`config.mk`:
```
export PLATFORM = sky130hd
export DESIGN_NAME = prgmap_top
export DESIGN_NICKNAME = d
export VERILOG_FILES = /design/src/rtl/prgmap_pkg.sv /design/src/rtl/prgmap_regs.sv /design/src/rtl/prgmap_xlate.sv /design/src/rtl/prgmap_top.sv
export SDC_FILE = /design/constraint.sdc
export NUM_CORES = 1
export LEC_CHECK = 0
export ABC_AREA = 1
export ABC_CLOCK_PERIOD_IN_PS = 2880
export BUFFER_PORTS_ARGS = -buffer_cell sky130_fd_sc_hd__buf_2
export CORE_ASPECT_RATIO = 0.7
export CORE_MARGIN = 3
export CORE_UTILIZATION = 55
export CTS_CLUSTER_DIAMETER = 200
export DETAILED_ROUTE_END_ITERATION = 10
export PLACE_DENSITY = 0.84
export RECOVER_POWER = 100
export SETUP_SLACK_MARGIN = 0.1
export SKIP_LAST_GASP = 1
export SYNTH_ARGS = -nofsm -noshare
export SYNTH_HDL_FRONTEND = slang
export SYNTH_SLANG_ARGS = --single-unit
```
`constraint.sdc`:
```
create_clock -name clk -period 2.88 [get_ports clk]
set_input_delay 0.576 -clock clk [delete_from_list [all_inputs] [get_ports clk]]
set_output_delay 0.576 -clock clk [all_outputs]
set_load 0.05 [all_outputs]
```
`src/rtl/prgmap_pkg.sv`:
```
`timescale 1ns/1ps
package prgmap_pkg;
  typedef enum logic [1:0] {
    GR_32K = 2'd0,
    GR_16K = 2'd1,
    GR_8K  = 2'd2
  } grain_e;

  // Mode bits [1:0] choose the slot size; bit 2 makes the top slot switchable
  function automatic grain_e grain_of(input logic [2:0] mode);
    case (mode[1:0])
      2'd0:    grain_of = GR_32K;
      2'd1:    grain_of = GR_16K;
      default: grain_of = GR_8K;
    endcase
  endfunction
endpackage

```
`src/rtl/prgmap_regs.sv`:
```
`timescale 1ns/1ps
module prgmap_regs #(
  parameter int NUM_BANK  = 4,
  parameter int DATA_W    = 8,
  parameter int ADDR_W    = 16,
  parameter int OUTER_W   = 2,
  parameter logic [3:0] BANK_PAGE = 4'h8,
  parameter logic [3:0] CTRL_PAGE = 4'hD
) (
  input  logic                              clk,
  input  logic                              rst_n,
  input  logic                              wr_en,
  input  logic [ADDR_W-1:0]                 wr_addr,
  input  logic [DATA_W-1:0]                 wr_data,
  output logic [NUM_BANK-1:0][DATA_W-1:0]   bank_q,
  output logic [2:0]                        mode_q,
  output logic                              win_en_q,
  output logic [OUTER_W-1:0]                outer_q
);
  localparam int SEL_W = $clog2(NUM_BANK);
  localparam logic [SEL_W-1:0] CTRL_A_SEL = '0;
  localparam logic [SEL_W-1:0] CTRL_B_SEL = SEL_W'(NUM_BANK - 1);

  logic             page_bank, page_ctrl;
  logic [SEL_W-1:0] sel;
  logic             ctrl_a_we, ctrl_b_we;
  logic [2:0]         mode_d;
  logic               win_en_d;
  logic [OUTER_W-1:0] outer_d;
  logic unused_addr;

  assign page_bank = wr_en && (wr_addr[ADDR_W-1 -: 4] == BANK_PAGE);
  assign page_ctrl = wr_en && (wr_addr[ADDR_W-1 -: 4] == CTRL_PAGE);
  assign sel       = wr_addr[SEL_W-1:0];
  assign ctrl_a_we = page_ctrl && (sel == CTRL_A_SEL);
  assign ctrl_b_we = page_ctrl && (sel == CTRL_B_SEL);
  assign unused_addr = ^wr_addr[ADDR_W-5:SEL_W];

  // Bank register storage, one enabled register per entry
  for (genvar g = 0; g < NUM_BANK; g++) begin : g_bank
    logic              we;
    logic [DATA_W-1:0] d;
    always_comb begin
      we = page_bank && (sel == SEL_W'(g));
      d  = we ? wr_data : bank_q[g];
    end
    always_ff @(posedge clk or negedge rst_n) begin
      if (!rst_n)  bank_q[g] <= '1;
      else if (we) bank_q[g] <= d;
    end
  end

  // Control field next state
  always_comb begin
    mode_d   = mode_q;
    win_en_d = win_en_q;
    outer_d  = outer_q;
    if (ctrl_a_we) begin
      mode_d   = wr_data[2:0];
      win_en_d = wr_data[DATA_W-1];
    end
    if (ctrl_b_we) outer_d = wr_data[OUTER_W:1];
  end

  always_ff @(posedge clk or negedge rst_n) begin
    if (!rst_n) begin
      mode_q   <= '0;
      win_en_q <= 1'b0;
    end else if (ctrl_a_we) begin
      mode_q   <= mode_d;
      win_en_q <= win_en_d;
    end
  end

  always_ff @(posedge clk or negedge rst_n) begin
    if (!rst_n)         outer_q <= '0;
    else if (ctrl_b_we) outer_q <= outer_d;
  end

  // a taken bank write is visible on the next cycle
  a_r2_bank_write: assert property (@(posedge clk) disable iff (!rst_n)
    page_bank |=> bank_q[$past(sel)] == $past(wr_data));

  // control fields move only on their own write
  a_r2_ctrl_hold: assert property (@(posedge clk) disable iff (!rst_n)
    !ctrl_a_we |=> $stable(mode_q) && $stable(win_en_q));

  a_r2_outer_hold: assert property (@(posedge clk) disable iff (!rst_n)
    !ctrl_b_we |=> $stable(outer_q));
endmodule

```
`src/rtl/prgmap_xlate.sv`:
```
`timescale 1ns/1ps
module prgmap_xlate
  import prgmap_pkg::*;
#(
  parameter int NUM_BANK = 4,
  parameter int DATA_W   = 8,
  parameter int ADDR_W   = 16,
  parameter int OUTER_W  = 2,
  parameter int INNER_W  = 6
) (
  input  logic [ADDR_W-1:0]               cpu_addr,
  input  logic [NUM_BANK-1:0][DATA_W-1:0] bank_q,
  input  logic [2:0]                      mode,
  input  logic                            win_en,
  input  logic [OUTER_W-1:0]              outer,
  output logic [OUTER_W+INNER_W-1:0]      bank_out,
  output logic                            rom_sel,
  output logic                            win_hit
);
  localparam int W16  = INNER_W - 1;
  localparam int W32  = INNER_W - 2;
  localparam int LAST = NUM_BANK - 1;
  localparam logic [2:0] WIN_SLOT = 3'd3;

  grain_e             grain;
  logic [2:0]         slot;
  logic               sw_last;
  logic [W32-1:0]     b32;
  logic [W16-1:0]     b16;
  logic [INNER_W-1:0] main_inner, win_inner, inner;
  logic               in_main;
  logic unused_bits;

  assign grain   = grain_of(mode);
  assign slot    = cpu_addr[ADDR_W-1 -: 3];
  assign sw_last = mode[2];
  assign in_main = slot[2];
  assign unused_bits = ^{cpu_addr[ADDR_W-4:0], bank_q[0][DATA_W-1:INNER_W],
                         bank_q[1][DATA_W-1:INNER_W], bank_q[2][DATA_W-1:INNER_W],
                         bank_q[LAST][DATA_W-1:INNER_W]};

  // Main area 0x8000-0xFFFF
  always_comb begin
    b32 = sw_last ? bank_q[LAST][W32-1:0] : '1;
    b16 = cpu_addr[ADDR_W-2] ? (sw_last ? bank_q[LAST][W16-1:0] : '1)
                             : bank_q[1][W16-1:0];
    case (grain)
      GR_32K:  main_inner = {b32, cpu_addr[ADDR_W-2:ADDR_W-3]};
      GR_16K:  main_inner = {b16, cpu_addr[ADDR_W-3]};
      default: begin
        case (slot[1:0])
          2'd0:    main_inner = bank_q[0][INNER_W-1:0];
          2'd1:    main_inner = bank_q[1][INNER_W-1:0];
          2'd2:    main_inner = bank_q[2][INNER_W-1:0];
          default: main_inner = sw_last ? bank_q[LAST][INNER_W-1:0] : '1;
        endcase
      end
    endcase
  end

  // Window 0x6000-0x7FFF: register scaled to 8 KB units, odd last sub-bank
  always_comb begin
    case (grain)
      GR_32K:  win_inner = {bank_q[LAST][W32-1:0], 2'b11};
      GR_16K:  win_inner = {bank_q[LAST][W16-1:0], 1'b1};
      default: win_inner = bank_q[LAST][INNER_W-1:0];
    endcase
  end

  always_comb begin
    win_hit  = win_en && (slot == WIN_SLOT);
    rom_sel  = in_main || win_hit;
    inner    = in_main ? main_inner : win_inner;
    bank_out = rom_sel ? {outer, inner} : '0;
  end
endmodule

```
`src/rtl/prgmap_top.sv`:
```
`timescale 1ns/1ps
module prgmap_top #(
  parameter int NUM_BANK = 4,
  parameter int DATA_W   = 8,
  parameter int ADDR_W   = 16,
  parameter int OUTER_W  = 2,
  parameter int INNER_W  = 6
) (
  input  logic                       clk,
  input  logic                       rst_n,
  input  logic                       wr_en,
  input  logic [ADDR_W-1:0]          wr_addr,
  input  logic [DATA_W-1:0]          wr_data,
  input  logic [ADDR_W-1:0]          cpu_addr,
  output logic [OUTER_W+INNER_W-1:0] bank_out,
  output logic                       rom_sel,
  output logic                       win_hit
);
  logic [NUM_BANK-1:0][DATA_W-1:0] bank_q;
  logic [2:0]                      mode;
  logic                            win_en;
  logic [OUTER_W-1:0]              outer;

  prgmap_regs #(
    .NUM_BANK(NUM_BANK), .DATA_W(DATA_W), .ADDR_W(ADDR_W), .OUTER_W(OUTER_W)
  ) u_regs (
    .clk(clk), .rst_n(rst_n), .wr_en(wr_en), .wr_addr(wr_addr),
    .wr_data(wr_data), .bank_q(bank_q), .mode_q(mode),
    .win_en_q(win_en), .outer_q(outer)
  );

  prgmap_xlate #(
    .NUM_BANK(NUM_BANK), .DATA_W(DATA_W), .ADDR_W(ADDR_W),
    .OUTER_W(OUTER_W), .INNER_W(INNER_W)
  ) u_xlate (
    .cpu_addr(cpu_addr), .bank_q(bank_q), .mode(mode), .win_en(win_en),
    .outer(outer), .bank_out(bank_out), .rom_sel(rom_sel), .win_hit(win_hit)
  );

  // nothing below the window is ever ROM
  a_r11_low_unmapped: assert property (@(posedge clk) disable iff (!rst_n)
    (cpu_addr[ADDR_W-1 -: 3] < 3'd3) |-> !rom_sel && (bank_out == '0));

  // window flag only inside 0x6000-0x7FFF
  a_r9_window_range: assert property (@(posedge clk) disable iff (!rst_n)
    win_hit |-> (cpu_addr[ADDR_W-1 -: 3] == 3'd3) && rom_sel);

  // outer block rides above every mapped bank
  a_r10_outer_bits: assert property (@(posedge clk) disable iff (!rst_n)
    rom_sel |-> bank_out[OUTER_W+INNER_W-1 -: OUTER_W] == outer);

  // fixed top 8 KB bank in modes 2 and 3
  a_r7_fixed_top: assert property (@(posedge clk) disable iff (!rst_n)
    (mode[2:1] == 2'b01 && cpu_addr[ADDR_W-1 -: 3] == 3'd7)
      |-> bank_out[INNER_W-1:0] == '1);
endmodule

```
======== Yosys cells after proc, flatten, opt, wreduce, memory -nomap -nowiden ========
Cells that the tools add are included.
word-level totals
  bits in registers ....................... 30
  bits of input ports ..................... 43
  word-level logic and storage cells ...... 41
cells by class
  equal/unequal tests ..................... 10
  mux-type cells .......................... 10
  reduce and logical (&&, ||, !) cells .... 14
operators by type and width
  cell                                                  count
  case mux 6 bit (2 select lines)                       2
  case mux 6 bit (3 select lines)                       1
  two-way mux 6 bit                                     2
  two-way mux 5 bit                                     2
  logical AND 1 bit                                     9
  equality test 2 x 1 -> 1 bit (second input constant)  4
  equality test 4 bit (second input constant)           2
  logical NOT 2 bit                                     4
  two-way mux 8 bit                                     1
  equality test 2 bit (second input constant)           3
  two-way mux 4 bit                                     1
  case mux 2 bit (2 select lines)                       1
  equality test 3 x 2 -> 1 bit (second input constant)  1
  logical OR 1 bit                                      1

======== Logic depth before layout (Yosys ltp) ========
  word-level depth ........................ 6
  gate-level depth with buffers ........... 9
  gate-level depth less buffers ........... 8

======== Modules after synthesis ========
From an unflattened synthesis, not the netlist that was laid out.
unflattened totals
  cell total of the unflattened synthesis .. 308
  area, all modules ....................... 2301.0 µm²
modules (own cells, without submodules)
  module        times used  cells an instance  area an instance (µm²)  seq. area each (µm²)
  prgmap_regs   1           178                1656.6                  991.0
  prgmap_xlate  1           130                644.4                   0.0

======== Worst setup path before layout ========
Ideal clock, no wire load.
  path kind ............................... input-to-output
  start point ............................. input cpu_addr[14]
  end point ............................... output bank_out[6]
  data arrival time ....................... 1946 ps
  slack ................................... 358 ps
  stages on the path ...................... 6
  buffers on the path ..................... 0
  path through ............................ nand2_1 > nor2_1 > inv_1 > nand2_1 > inv_1 > nor2_1
between the ends
  longest elaborated chain between the ends .. 4
RTL lines
  what                          line                source
  start: declaration            prgmap_top.sv:14    input logic [ADDR_W-1:0] cpu_addr,
  equality test 3 x 2 -> 1 bit  prgmap_xlate.sv:71  win_hit = win_en && (slot == WIN_SLOT);
  logical AND 1 bit             prgmap_xlate.sv:71
  logical OR 1 bit              prgmap_xlate.sv:72  rom_sel = in_main || win_hit;
  via rom_sel                   prgmap_top.sv:16    output logic rom_sel,
  two-way mux 8 bit             prgmap_xlate.sv:74  bank_out = rom_sel ? {outer, inner} : '0;
  end: declaration              prgmap_top.sv:15    output logic [OUTER_W+INNER_W-1:0] bank_out,
The timed path passes the listed nets, and every way through them passes these cells.

======== Worst setup path in the final report ========
  start point ............................. register u_regs.mode_q[1]
  end point ............................... output bank_out[4]
between the ends
  longest elaborated chain between the ends .. 6
  elaborated cells on any way between the ends .. 9
  classes of those cells .................. eq/ne (2); mux (5); reduce/logical (2)
RTL lines
  what                                                                      line                                    source
  start: declaration                                                        prgmap_regs.sv:16                       output logic [2:0] mode_q,
  start signal: assignment                                                  prgmap_regs.sv:70                       mode_q <= mode_d;
  equality test 2 x 1 -> 1 bit / logical NOT 2 bit (equally long branches)  prgmap_pkg.sv:11                        case (mode[1:0])
  case mux 2 bit (2 select lines) *                                         prgmap_pkg.sv:11
  equality test 2 x 1 -> 1 bit / logical NOT 2 bit (equally long branches)  prgmap_xlate.sv:47, prgmap_xlate.sv:63
  case mux 6 bit (2 select lines), on equally long branches                 prgmap_xlate.sv:63, prgmap_xlate.sv:47
  two-way mux 6 bit *                                                       prgmap_xlate.sv:73                      inner = in_main ? main_inner : win_inner;
  two-way mux 8 bit *                                                       prgmap_xlate.sv:74
Mark *: on every way between the ends. The rest lies on a longest branch, timed or not.

==> results.ini <==
[run_status]
status=finished, violations left
violations=max-capacitance violations, max-slew violations

[sta]
fin_crit_ns=2.52
slew_headroom_pct=-6.44
skew_ns=0
fin_crit_sh_pct=87.5
hold_viol_final=0
max_freq_mhz=397
rsz0062_at_grt=no
tns_ns=0
worst_pin_slew_ns=1.60
slew_viol_final=31
setup_viol=0

[synth]
synth_top_area_share_pct=33.4
synth_area_leaders=dfstp_2 33%, nand2_1 22%, dfrtp_1 8.0%, inv_1 6.2%, nand4_1 5.6%
async_flop_share_pct=100
synth_seq_area_share_pct=41.4
synth-seq-cells=30
synth_top_cell_by_area=dfstp_2
synth_edf_count=0
syn_area_sq_mm=0.00189
ys.flop_type=dfstp_2
synthTopCellsByCount=112 x nand2_1, 31 x inv_1, 24 x dfstp_2, 20 x nor2_1, 17 x nand4_1
synth.avg_cell_area_sq_um=6.96
syn_nets=314
synth_cell_types=19
yosysWarningCount=0
synth_cells=271
synth_most_common_cell=nand2_1

[setup_path]
critPathMostFrequentCell=nand2_1
crit_fanout=13
setup.worst_path.end_class=output pin
crit_chain=inv_1 -> nand2_1 -> a21oi_1 -> a21oi_1 -> nand2_1 -> nand2_1 -> clkbuf_2
critPathBufInv=2
critical_path.top_delay_family=flip-flops
cp_slowest_cell=dfrtp_1
crit_required_ns=2.30
cpPeakStageDelay_ns=0.62
start_kind=register
arrival_ns=1.94
path_class=register to output pin

[detailed_routing]
wl_um=4610
drt.antenna.violating_nets=0
via_per_inst=5.30
wl_per_cell_um=13.3
vias=1835
drt_iter0_markers=261
drc_errors=0
drt-pass1-iter-count=4

[grt]
grt_max_degree=31
track_usage_pct=23.0
grt_pass1_wl_um=7460
grt_overflow=0
grt_pass1_vias=1556
antenna_found_initial=0

[power_and_ir_drop]
intPower_uw=787
p_total_uw=1210
pwr-share-seq_pct=46.0
power_density_mw_per_mm2=588
ir_drop_v=0.000405
clkPwrFrac_pct=29.1
p_sw_uw=427
comb_power_share_pct=24.8
p_leak_uw=0.00102
switching_share_pct=35.2

[worst_hold_path]
hold_path.class=register to register

[run]
maxCapViolations=1

[clocking]
cts_tree=done
cts_hold_buf=0
path_clk_slew_ns=0.07
cts_root_buf=clkbuf_8
cts_buffers=5
cts_resized=0
clock_path_buffers=2
insertion_delay_ns=0.27
postCtsSetupBuffers=0
htree_num_levels=2
cts.sinks=30

[die]
initial_core_util_pct=58.7
die_area_sq_mm=0.00418
die_y_um=55.0
coreArea_sq_mm=0.00321
pin_count=53
num_rows=17
die_x_um=76.0

[finish]
synthToLayoutAreaGrowth_pct=9.56
antenna_cells=0
finalNonFillerCells=346
finalNetCount=341
drive_gt1_share_pct=19.1

[placed_design]
dp.cells=338
portBuffers=28
dp_hpwl_um=3530
place.gp.congestion=0.910

==> cell type report <==
cell class	instances	area, sq um
Sequential cell	30	781
Clock inverter	2	12.5
Clock buffer	6	82.6
Multi-Input combinational cell	201	881
Timing Repair Buffer	28	130
Inverter	32	120
Fill cell	306	1150
Tap cell	47	58.8
==> state kept, by name (all words and copies together), names as in the netlist <==
signal           count
u_regs.outer_q       2
u_regs.mode_q        3
u_regs.bank_q       24
u_regs.win_en_q      1
==> through the flow <==
stage          util, %  setup slack, ns  hold slack, ns  cell area (sq um)
5_1_grt           64.3            0.225           0.485               2070
4_1_cts           66.1            0.430           0.347               2120
2_1_floorplan        -            0.358           0.280               1890
3_5_place_dp      63.2            0.523           0.454               2030
3_3_place_gp      63.2            0.518           0.455               2030
6_report          64.3            0.359           0.463               2070
==> per-layer routing <==
metal | GRT usage (%) | vias to the layer above | wire, um
met5 | 0 | - | 0
met4 | 6.33 | 0 | 27
met3 | 4.69 | 4 | 305
met2 | 35.9 | 62 | 2040
met1 | 33.1 | 852 | 2230
li1 | - | 917 | -
==> worst register-to-register path: cells and delay by family, from the launching register on <==
family / cells / cell delay (ns)
flops: 1 / 0.62
simple gates: 1 / 0.11
compound gates: 1 / 0.10
==> cell families after synthesis <==
group           share of synthesized area [%]
compound gates                           11.5
buf+inv                                  9.29
flops                                    41.4
simple gates                             37.8
==> final timing paths <==
path                       depth (start not counted)  slack [ns]                end              start
max                                                7        0.36        bank_out[4]   u_regs.mode_q[1]
max reg2reg                                        2        1.96   u_regs.mode_q[1]   u_regs.mode_q[1]
min reg2reg                                        2        0.46  u_regs.bank_q[13]  u_regs.bank_q[13]
min                                                2        0.46  u_regs.bank_q[13]  u_regs.bank_q[13]
max in group asynchronous                          1        1.26  u_regs.outer_q[0]              rst_n
min in group asynchronous                          1        0.69   u_regs.mode_q[2]              rst_n
==> power groups by stage <==
stage	logic, uW	clock network, uW	registers, uW
3_3_place_gp	304	0	561
5_1_grt	337	379	567
6_report	302	354	559
4_1_cts	316	357	557
3_5_place_dp	314	0	563
2_1_floorplan	248	0	539
==> placed cells by master, fill, tap and decap left out <==
cell | netlist | layout
inv_1 | 31 | 31
dfrtp_1 | 6 | 6
nand2_1 | 112 | 114
clkinv_2 | 0 | 1
clkbuf_1 | 0 | 8
nand3b_1 | 1 | 1
clkbuf_2 | 0 | 5
o21ai_2 | 12 | 2
buf_2 | 5 | 15
clkinvlp_4 | 0 | 1
inv_2 | 1 | 1
nor2_2 | 1 | 1
nand4_1 | 17 | 17
o21ai_0 | 9 | 19
nand3_1 | 13 | 13
nor3b_2 | 0 | 1
o21bai_1 | 1 | 1
a21oi_1 | 12 | 12
clkbuf_8 | 0 | 6
dfstp_2 | 24 | 24
nor2_1 | 20 | 20
No activity file was read; power rests on OpenSTA's default activity.
